--- src/rtl/hbpwm_pkg.sv ---
package hbpwm_pkg;

  localparam int CNT_W = 16;
  localparam int EXT_W = CNT_W + 1;

  typedef logic [CNT_W-1:0] cnt_t;
  typedef logic [EXT_W-1:0] ext_t;

  localparam cnt_t MIN_PERIOD = cnt_t'(4);

  typedef enum logic [1:0] {
    MODE_IDLE  = 2'b00,
    MODE_DRV_A = 2'b01,
    MODE_DRV_B = 2'b10,
    MODE_OFF   = 2'b11
  } drv_mode_e;

  typedef enum logic [1:0] {
    PH_HS_ON = 2'd0,
    PH_GAP   = 2'd1,
    PH_LS_ON = 2'd2
  } leg_phase_e;

  typedef struct packed {
    drv_mode_e mode;
    cnt_t      period;
    cnt_t      on_t;
    cnt_t      dead;
  } pwm_cfg_t;

  // Period floor.
  function automatic cnt_t fit_period(cnt_t p);
    return (p < MIN_PERIOD) ? MIN_PERIOD : p;
  endfunction

  // Dead interval may not exceed half the period.
  function automatic cnt_t fit_dead(cnt_t d, cnt_t p);
    cnt_t half;
    half = p >> 1;
    return (d > half) ? half : d;
  endfunction

  // On-time plus two dead intervals must fit the period (d <= p/2 assumed).
  function automatic cnt_t fit_on(cnt_t t, cnt_t d, cnt_t p);
    cnt_t room;
    room = p - (d << 1);
    return (t > room) ? room : t;
  endfunction

  // Position within the period -> phase of the switching leg.
  function automatic leg_phase_e phase_of(cnt_t c, cnt_t t, cnt_t d, cnt_t p);
    ext_t c_x;
    ext_t ls_beg;
    ext_t ls_end;
    c_x    = {1'b0, c};
    ls_beg = {1'b0, t} + {1'b0, d};
    ls_end = {1'b0, p} - {1'b0, d};
    if (c_x < {1'b0, t})   return PH_HS_ON;
    else if (c_x < ls_beg) return PH_GAP;
    else if (c_x < ls_end) return PH_LS_ON;
    else                   return PH_GAP;
  endfunction

endpackage

--- src/rtl/pwm_period_ctr.sv ---
module pwm_period_ctr
  import hbpwm_pkg::*;
(
  input  logic clk,
  input  logic rst_n,
  input  cnt_t period,
  output cnt_t cnt_o,
  output logic wrap_o
);

  cnt_t cnt_q;

  assign wrap_o = (cnt_q == (period - cnt_t'(1)));
  assign cnt_o  = cnt_q;

  always_ff @(posedge clk or negedge rst_n) begin
    if (!rst_n)      cnt_q <= '0;
    else if (wrap_o) cnt_q <= '0;
    else             cnt_q <= cnt_q + cnt_t'(1);
  end

endmodule

--- src/rtl/pwm_cfg_shadow.sv ---
module pwm_cfg_shadow
  import hbpwm_pkg::*;
(
  input  logic     clk,
  input  logic     rst_n,
  input  logic     load,
  input  logic [1:0] mode_raw,
  input  cnt_t     period_raw,
  input  cnt_t     on_raw,
  input  cnt_t     dead_raw,
  output pwm_cfg_t act_o
);

  pwm_cfg_t nxt;
  pwm_cfg_t act_q;

  always_comb begin
    nxt.mode   = drv_mode_e'(mode_raw);
    nxt.period = fit_period(period_raw);
    nxt.dead   = fit_dead(dead_raw, nxt.period);
    nxt.on_t   = fit_on(on_raw, nxt.dead, nxt.period);
  end

  always_ff @(posedge clk or negedge rst_n) begin
    if (!rst_n) begin
      act_q.mode   <= MODE_IDLE;
      act_q.period <= MIN_PERIOD;
      act_q.on_t   <= '0;
      act_q.dead   <= '0;
    end else if (load) begin
      act_q <= nxt;
    end
  end

  assign act_o = act_q;

endmodule

--- src/rtl/pwm_leg_gen.sv ---
module pwm_leg_gen
  import hbpwm_pkg::*;
#(
  parameter bit LEG_IS_B = 1'b0
)(
  input  logic     clk,
  input  logic     rst_n,
  input  pwm_cfg_t cfg,
  input  cnt_t     cnt,
  output logic     hs_n_o,
  output logic     ls_o
);

  localparam drv_mode_e OWN_MODE   = LEG_IS_B ? MODE_DRV_B : MODE_DRV_A;
  localparam drv_mode_e OTHER_MODE = LEG_IS_B ? MODE_DRV_A : MODE_DRV_B;

  leg_phase_e ph;
  logic       hs_n_d;
  logic       ls_d;
  logic       hs_n_q;
  logic       ls_q;

  always_comb ph = phase_of(cnt, cfg.on_t, cfg.dead, cfg.period);

  always_comb begin
    hs_n_d = 1'b1;
    ls_d   = 1'b0;
    if (cfg.mode == OWN_MODE) begin
      hs_n_d = (ph != PH_HS_ON);
      ls_d   = (ph == PH_LS_ON);
    end else if (cfg.mode == OTHER_MODE) begin
      hs_n_d = 1'b1;
      ls_d   = 1'b1;
    end
  end

  always_ff @(posedge clk or negedge rst_n) begin
    if (!rst_n) begin
      hs_n_q <= 1'b1;
      ls_q   <= 1'b0;
    end else begin
      hs_n_q <= hs_n_d;
      ls_q   <= ls_d;
    end
  end

  assign hs_n_o = hs_n_q;
  assign ls_o   = ls_q;

endmodule

--- src/rtl/hbridge_pwm_drv.sv ---
module hbridge_pwm_drv
  import hbpwm_pkg::*;
(
  input  logic        clk,
  input  logic        rst_n,
  input  logic [1:0]  drv_sel_i,
  input  logic [15:0] period_i,
  input  logic [15:0] hs_on_i,
  input  logic [15:0] dead_i,
  output logic        pwm_ah_o,
  output logic        pwm_al_o,
  output logic        pwm_bh_o,
  output logic        pwm_bl_o
);

  localparam int NUM_LEGS = 2;

  // Named internal events for the checker.
  logic     wrap_w;
  cnt_t     cnt_w;
  pwm_cfg_t act_cfg_w;

  logic [NUM_LEGS-1:0] leg_hs_n;
  logic [NUM_LEGS-1:0] leg_ls;

  pwm_period_ctr u_ctr (
    .clk    (clk),
    .rst_n  (rst_n),
    .period (act_cfg_w.period),
    .cnt_o  (cnt_w),
    .wrap_o (wrap_w)
  );

  pwm_cfg_shadow u_shadow (
    .clk        (clk),
    .rst_n      (rst_n),
    .load       (wrap_w),
    .mode_raw   (drv_sel_i),
    .period_raw (period_i),
    .on_raw     (hs_on_i),
    .dead_raw   (dead_i),
    .act_o      (act_cfg_w)
  );

  for (genvar g = 0; g < NUM_LEGS; g++) begin : g_leg
    pwm_leg_gen #(.LEG_IS_B(g == 1)) u_leg (
      .clk    (clk),
      .rst_n  (rst_n),
      .cfg    (act_cfg_w),
      .cnt    (cnt_w),
      .hs_n_o (leg_hs_n[g]),
      .ls_o   (leg_ls[g])
    );
  end

  assign pwm_ah_o = leg_hs_n[0];
  assign pwm_al_o = leg_ls[0];
  assign pwm_bh_o = leg_hs_n[1];
  assign pwm_bl_o = leg_ls[1];

endmodule

--- config.mk ---
export PLATFORM = sky130hd
export DESIGN_NAME = hbridge_pwm_drv
export DESIGN_NICKNAME = d
export VERILOG_FILES = /design/src/rtl/hbpwm_pkg.sv /design/src/rtl/pwm_period_ctr.sv /design/src/rtl/pwm_cfg_shadow.sv /design/src/rtl/pwm_leg_gen.sv /design/src/rtl/hbridge_pwm_drv.sv
export SDC_FILE = /design/constraint.sdc
export NUM_CORES = 1
export LEC_CHECK = 0
export BUFFER_PORTS_ARGS = -buffer_cell sky130_fd_sc_hd__clkbuf_2
export CAP_MARGIN = 20
export CORE_MARGIN = 5
export CORE_UTILIZATION = 40
export CTS_CLUSTER_DIAMETER = 60
export DETAILED_ROUTE_END_ITERATION = 16
export SYNTH_ARGS = -nofsm -noshare
export SYNTH_HDL_FRONTEND = slang
export SYNTH_HIERARCHICAL = 1
export SYNTH_SLANG_ARGS = --single-unit
--- constraint.sdc ---
create_clock -name clk -period 7.3 [get_ports clk]
set_input_delay 0.73 -clock clk [delete_from_list [all_inputs] [get_ports clk]]
set_output_delay 0.73 -clock clk [all_outputs]
set_load 0.02 [all_outputs]
# Word-level counts from Yosys, hierarchy flattened
# Index checks and enable logic that the tools add are counted.
[totals] regBits=70 input_bits=52 output_inout_bits=4
[op_classes] n_addsub=5 n_lt_le_gt_ge=6 n_eq_ne=4 n_mux=13 reduce_logical=1
[ops] operator="$mux W16" n=4
[ops] operator="$lt A16 B17 Y1" n=2
[ops] operator="$add A16 B16 Y17" n=1
[ops] operator="$sub A16 B16 Y17" n=1
[ops] operator="$add A16 B1 Y16 const B" n=1
[ops] operator="$eq A16 B16 Y1" n=1
[ops] operator="$gt A16 B15 Y1" n=1
[ops] operator="$gt A16 B16 Y1" n=1
[ops] operator="$lt A16 B16 Y1" n=1
[ops] operator="$lt A16 B3 Y1 const B" n=1
[ops] operator="$sub A16 B1 Y16 const B" n=1
[ops] operator="$sub A16 B16 Y16" n=1
[ops] operator="$mux W1" n=6
[ops] operator="$mux W2" n=3
[ops] operator="$eq A2 B2 Y1 const B" n=2
[ops] operator="$eq A2 B1 Y1 const B" n=1
[ops] operator="$reduce_bool A2 Y1" n=1

# Longest topological paths before layout
[logic_depth] word_depth=7 depth_mapped=32 ltp_nobuf=30

# By module
# Netlist, hierarchy kept.
[modules_own_cells] module="pwm_cfg_shadow" n_inst=1 cells_per_inst=434 area_per_inst_um2=3885.0 seq_area_each_um2=1252.5
[modules_own_cells] module="pwm_leg_gen (g_leg[1].u_leg)" n_inst=1 cells_per_inst=316 area_per_inst_um2=2467.4 seq_area_each_um2=51.3
[modules_own_cells] module="pwm_leg_gen (g_leg[0].u_leg)" n_inst=1 cells_per_inst=316 area_per_inst_um2=2417.3 seq_area_each_um2=51.3
[modules_own_cells] module="pwm_period_ctr" n_inst=1 cells_per_inst=154 area_per_inst_um2=1307.5 seq_area_each_um2=400.4

# Worst setup path after synthesis
# No wires, ideal clock.
[synth_path] path_type="in2reg" start="input port period_i[13]" end="register u_shadow.act_q, in the netlist u_shadow/act_o[19]" t_arrival_ps=6609 path_slack_ps=572 path_stages=29 path_cell_list="nor4_2 -> nand4_1 -> and2_2 -> ha_1 -> a21bo_2 -> o21ai_0 -> o2111a_2 -> o221ai_4 -> and3b_2 -> o21bai_2 -> buf_6 -> buf_6 -> a21oi_2 -> ha_1 -> a21oi_1 -> o21bai_1 -> a2111oi_0 -> o21ai_0 -> a21oi_1 -> o31ai_1 -> a21oi_1 -> xor2_1 -> ha_1 -> and4_1 -> a221o_1 -> o21ai_1 -> clkbuf_1 -> o211ai_1 -> o21a_1"
[synth_rtl] element="start: declaration" line="hbridge_pwm_drv.sv:7" text="input logic [15:0] period_i,"
[synth_rtl] element="end signal: assignment" line="pwm_cfg_shadow.sv:31" text="act_q <= nxt;"
[synth_rtl] element="end: declaration" line="pwm_cfg_shadow.sv:15" text="pwm_cfg_t act_q;"

==> run summary <==
The flow ran to the end, and the final reports show no timing, DRC or antenna violations. For the pin with the worst max-slew slack, the measured transition is 0.979 ns. No sink is reached through more buffers than the 2 on the longest clock path.

The clock period minus worst slack came out at 6.83 ns. The tools report the sum of negative setup slack as 0 ns. The routed wire length was 28000 µm. For the first-pass iteration count of the detailed router, the log shows 5. The run gives 0.620 as the share of power burned in combinational logic. For the post-synthesis sequential area ratio, the log shows 0.174. The met1 demand-to-capacity share in global routing was 0.264; the share of total power in sequential cells was 0.220. The synthesized design contains 70 register bits.

The worst clock skew on the final layout was 0.00921 ns. The proportion of synthesized flip-flops having asynchronous set or reset was 1.00; the number of pins exceeding their max-slew limit in the final report was 0. The floorplan die height is 169 µm, and the worst ir drop on vdd is 139 µV. After detailed routing, the number of vias per cell comes to 5.60. The worst setup path is of the in -> reg kind.

The share of the clock period used by the worst path after layout works out to 0.936. In this run the worst hold path is classified as in -> async. The tools report the root cell of the clock tree as clkbuf_16. In this run the number of H-tree levels came out at 3. The run gives 0 as the antenna diode instance count.

After global routing, the most crowded layer is met2. The post-CTS repair timing setup buffer count is 0, and the number of synthesized flops with an enable pin is 0. The tools report the DRC violation total after the first TritonRoute iteration as 459. The wire-length estimate of the detail-placed layout is 23000 µm. Data on the critical path is required at its endpoint by 7.54 ns. Timing analysis after detailed placement gives a worst setup slack of 0.0652 ns.

Net count reported at finish: 1523. The effective utilization at floorplan was 0.404. Setup violations remaining at the end of the flow were counted as 0. The floorplan step set the die width to 169 µm. After detailed routing, the average wire length per cell comes to 17.5 µm.

Entering global routing, the biggest net connects 71 pins. The first global-routing pass estimated 45300 µm of wire. The die covers 28500 µm². Clock tree synthesis inserted a total of 9 buffers.

After synthesis the cells add up to 10100 µm². The logs give 8978 for the total via count after detailed routing and 0.337 for the met2 routing resource usage after global routing. The share of cells above drive strength 1 was 0.124.

The count of endpoints failing hold in the final timing report is 0, and the switching power of the nets is 1310 µW. Averaged over all synthesized cells, the footprint is 8.26 µm². Met3 track demand over resource in global routing: 0.0266. Internal power: 1460 µW. In this run the standard cell core region covers 25000 µm².

In the routed design, unresolved DRC markers number 0. The largest single stage delay on the critical path is 0.50 ns. The fill cell total of the finished layout came out at 2559. Setup repair after global routing left no endpoint under its margin. The net count after synthesis is 1476.

Of all nets on the critical path, the largest fanout is 13. The tools report the static leakage power as 0.00532 µW. The total overflow left after global routing is 0. The tools report the final worst slack as 0.469 ns. The clock insertion delay at the later pin of the skew report is 0.35 ns, and the cell area power density is 251 nW/µm². The area overhead of the layout relative to synthesis was 9.44%; the total of cells resized after clock tree synthesis was 0. The initialized floorplan defines 58 standard-cell rows.

The most used flip-flop cell after synthesis is dfrtp_1. The worst setup path is launched from an input port. The logs give 0.160 for the clock group share of total power and 70 for the clock net sink count. The global-route usage over all layers was 0.198.

The leading cell type in the layout, fill and taps excluded is ha_1. For this design, the slowest cell found on the critical path is a2111oi_1. The tightest slew margin relative to the limit came out at 0.343. For the via count of the first global-routing pass, the log shows 8914. TritonCTS built the clock tree.

Hold repair after CTS inserted 0 buffers. The netlist uses 90 different library cells. Clock-pin transition on the worst setup and hold timing paths: 0.07 ns.

The top cell types in the final layout, fill and taps aside, are 200 x ha_1, 116 x a21oi_1, 109 x nor2_1, 106 x inv_1, 67 x dfrtp_1. During synthesis, Yosys emitted a total of 6 warnings. The weighted congestion at the end of routability-driven global placement was 0.907. Counting every instance in the synthesized netlist gives 1220.

The maximum clock frequency is 146 MHz, and the critical path arrival is 7.08 ns. Across the run, the number of max-cap violations was 0. The number of ports placed on the die boundary is 56, and the switching share of power is 0.474. The nature of the critical path endpoint was a flop. The post-detailed-route count of antenna-violating nets was 0; the count of buffers from port buffering was 55. Initial antenna violation count: 0.
## registers in the layout, indices dropped and copies added, names as in the netlist
register	cells
g_leg.u_leg/ls_o	2
u_shadow/act_o	50
u_ctr/cnt_o	16
g_leg.u_leg/hs_n_o	2
## worst max-delay path, delay by kind of cell
kind	cells	cell delay, ns
adder cells (fa/ha/maj)	3	0.83
AO/OA/AOI/OAI	15	3.08
XOR/XNOR	1	0.23
buffers and inverters	1	0.12
AND/OR/NAND/NOR	9	2.08
## final timing paths
path / from / end / slack, ns / cells past startpoint
min in group clk: u_shadow/act_o[49]$_DFFE_PN0P_ / g_leg[1].u_leg/hs_n_o$_DFF_PN1_ / 0.55 / 1
max in group asynchronous: rst_n / u_shadow/act_o[34]$_DFFE_PN1P_ / 6.41 / 2
max: period_i[12] / u_shadow/act_o[25]$_DFFE_PN0P_ / 0.47 / 29
max reg2reg: u_shadow/act_o[33]$_DFFE_PN0P_ / u_shadow/act_o[32]$_DFFE_PN0P_ / 2.63 / 11
min: rst_n / u_ctr/cnt_o[2]$_DFF_PN0_ / 0.28 / 1
min reg2reg: u_shadow/act_o[49]$_DFFE_PN0P_ / g_leg[1].u_leg/hs_n_o$_DFF_PN1_ / 0.55 / 1
## cells by family after synthesis
| family | after synthesis | share of synthesized area |
|---|---|---|
| multiplexers | 27 | 0.0300 |
| AND/OR/NAND/NOR | 349 | 0.180 |
| buffers and inverters | 141 | 0.0565 |
| adder cells (fa/ha/maj) | 204 | 0.256 |
| XOR/XNOR | 98 | 0.0852 |
| AO/OA/AOI/OAI | 331 | 0.218 |
| flip-flops | 70 | 0.174 |
## synth_stat cells, drive strengths merged (8+ instances only)
cell,count,area [µm²]
a21o,34,263
nor3,22,115
xnor2,42,368
o21ai,52,260
a21oi,122,633
o21bai,14,109
dfrtp,67,1680
nand4,23,144
and3,10,62.6
ha,200,2500
clkbuf,27,103
o211ai,17,141
nand2,63,236
nor4,12,130
nor2b,23,144
nor2,109,409
xor2,56,490
nand3,31,160
a31oi,21,159
nand2b,20,125
or2,8,52.6
a211oi,8,65.1
mux2,23,263
inv,106,398
o21a,18,135
## layout make-up
cell class / instances / area, µm² / area share
multi-input combinational: 1009 / 7760 / 0.704
sequential: 70 / 1760 / 0.159
timing repair buffer: 71 / 418 / 0.0379
tap: 330 / 413 / 0.0374
inverter: 106 / 398 / 0.0361
clock buffer: 10 / 239 / 0.0217
clock inverter: 6 / 45.0 / 0.00408
## power groups by stage
stage / clock network [µW] / registers [µW] / logic [µW]
2_1_floorplan: 0 / 539 / 1350
3_3_place_gp: 0 / 615 / 1660
3_5_place_dp: 0 / 616 / 1700
4_1_cts: 457 / 608 / 1710
5_1_grt: 470 / 626 / 1970
6_report: 443 / 611 / 1720
## through the flow
step	hold WS (ns)	utilization	instances	power, µW	cell area, µm²
final	0.285	0.442	1602	2770	11000
after global routing	0.301	0.442	1602	3060	11000
after CTS	0.541	0.441	1601	2780	11000
after detailed placement	0.523	0.429	1585	2310	10700
after global placement	0.510	0.429	1585	2270	10700
after floorplan	0.434	-	1220	1890	10100
## metal layers
metal / vias up / part of all wire / wire [µm]
met5: - / 0 / 0
met4: 0 / 0.021 / 575
met3: 34 / 0.038 / 1070
met2: 194 / 0.47 / 13200
met1: 4258 / 0.47 / 13100
li1: 4492 / - / -
No activity file was read; power rests on OpenSTA's default activity.
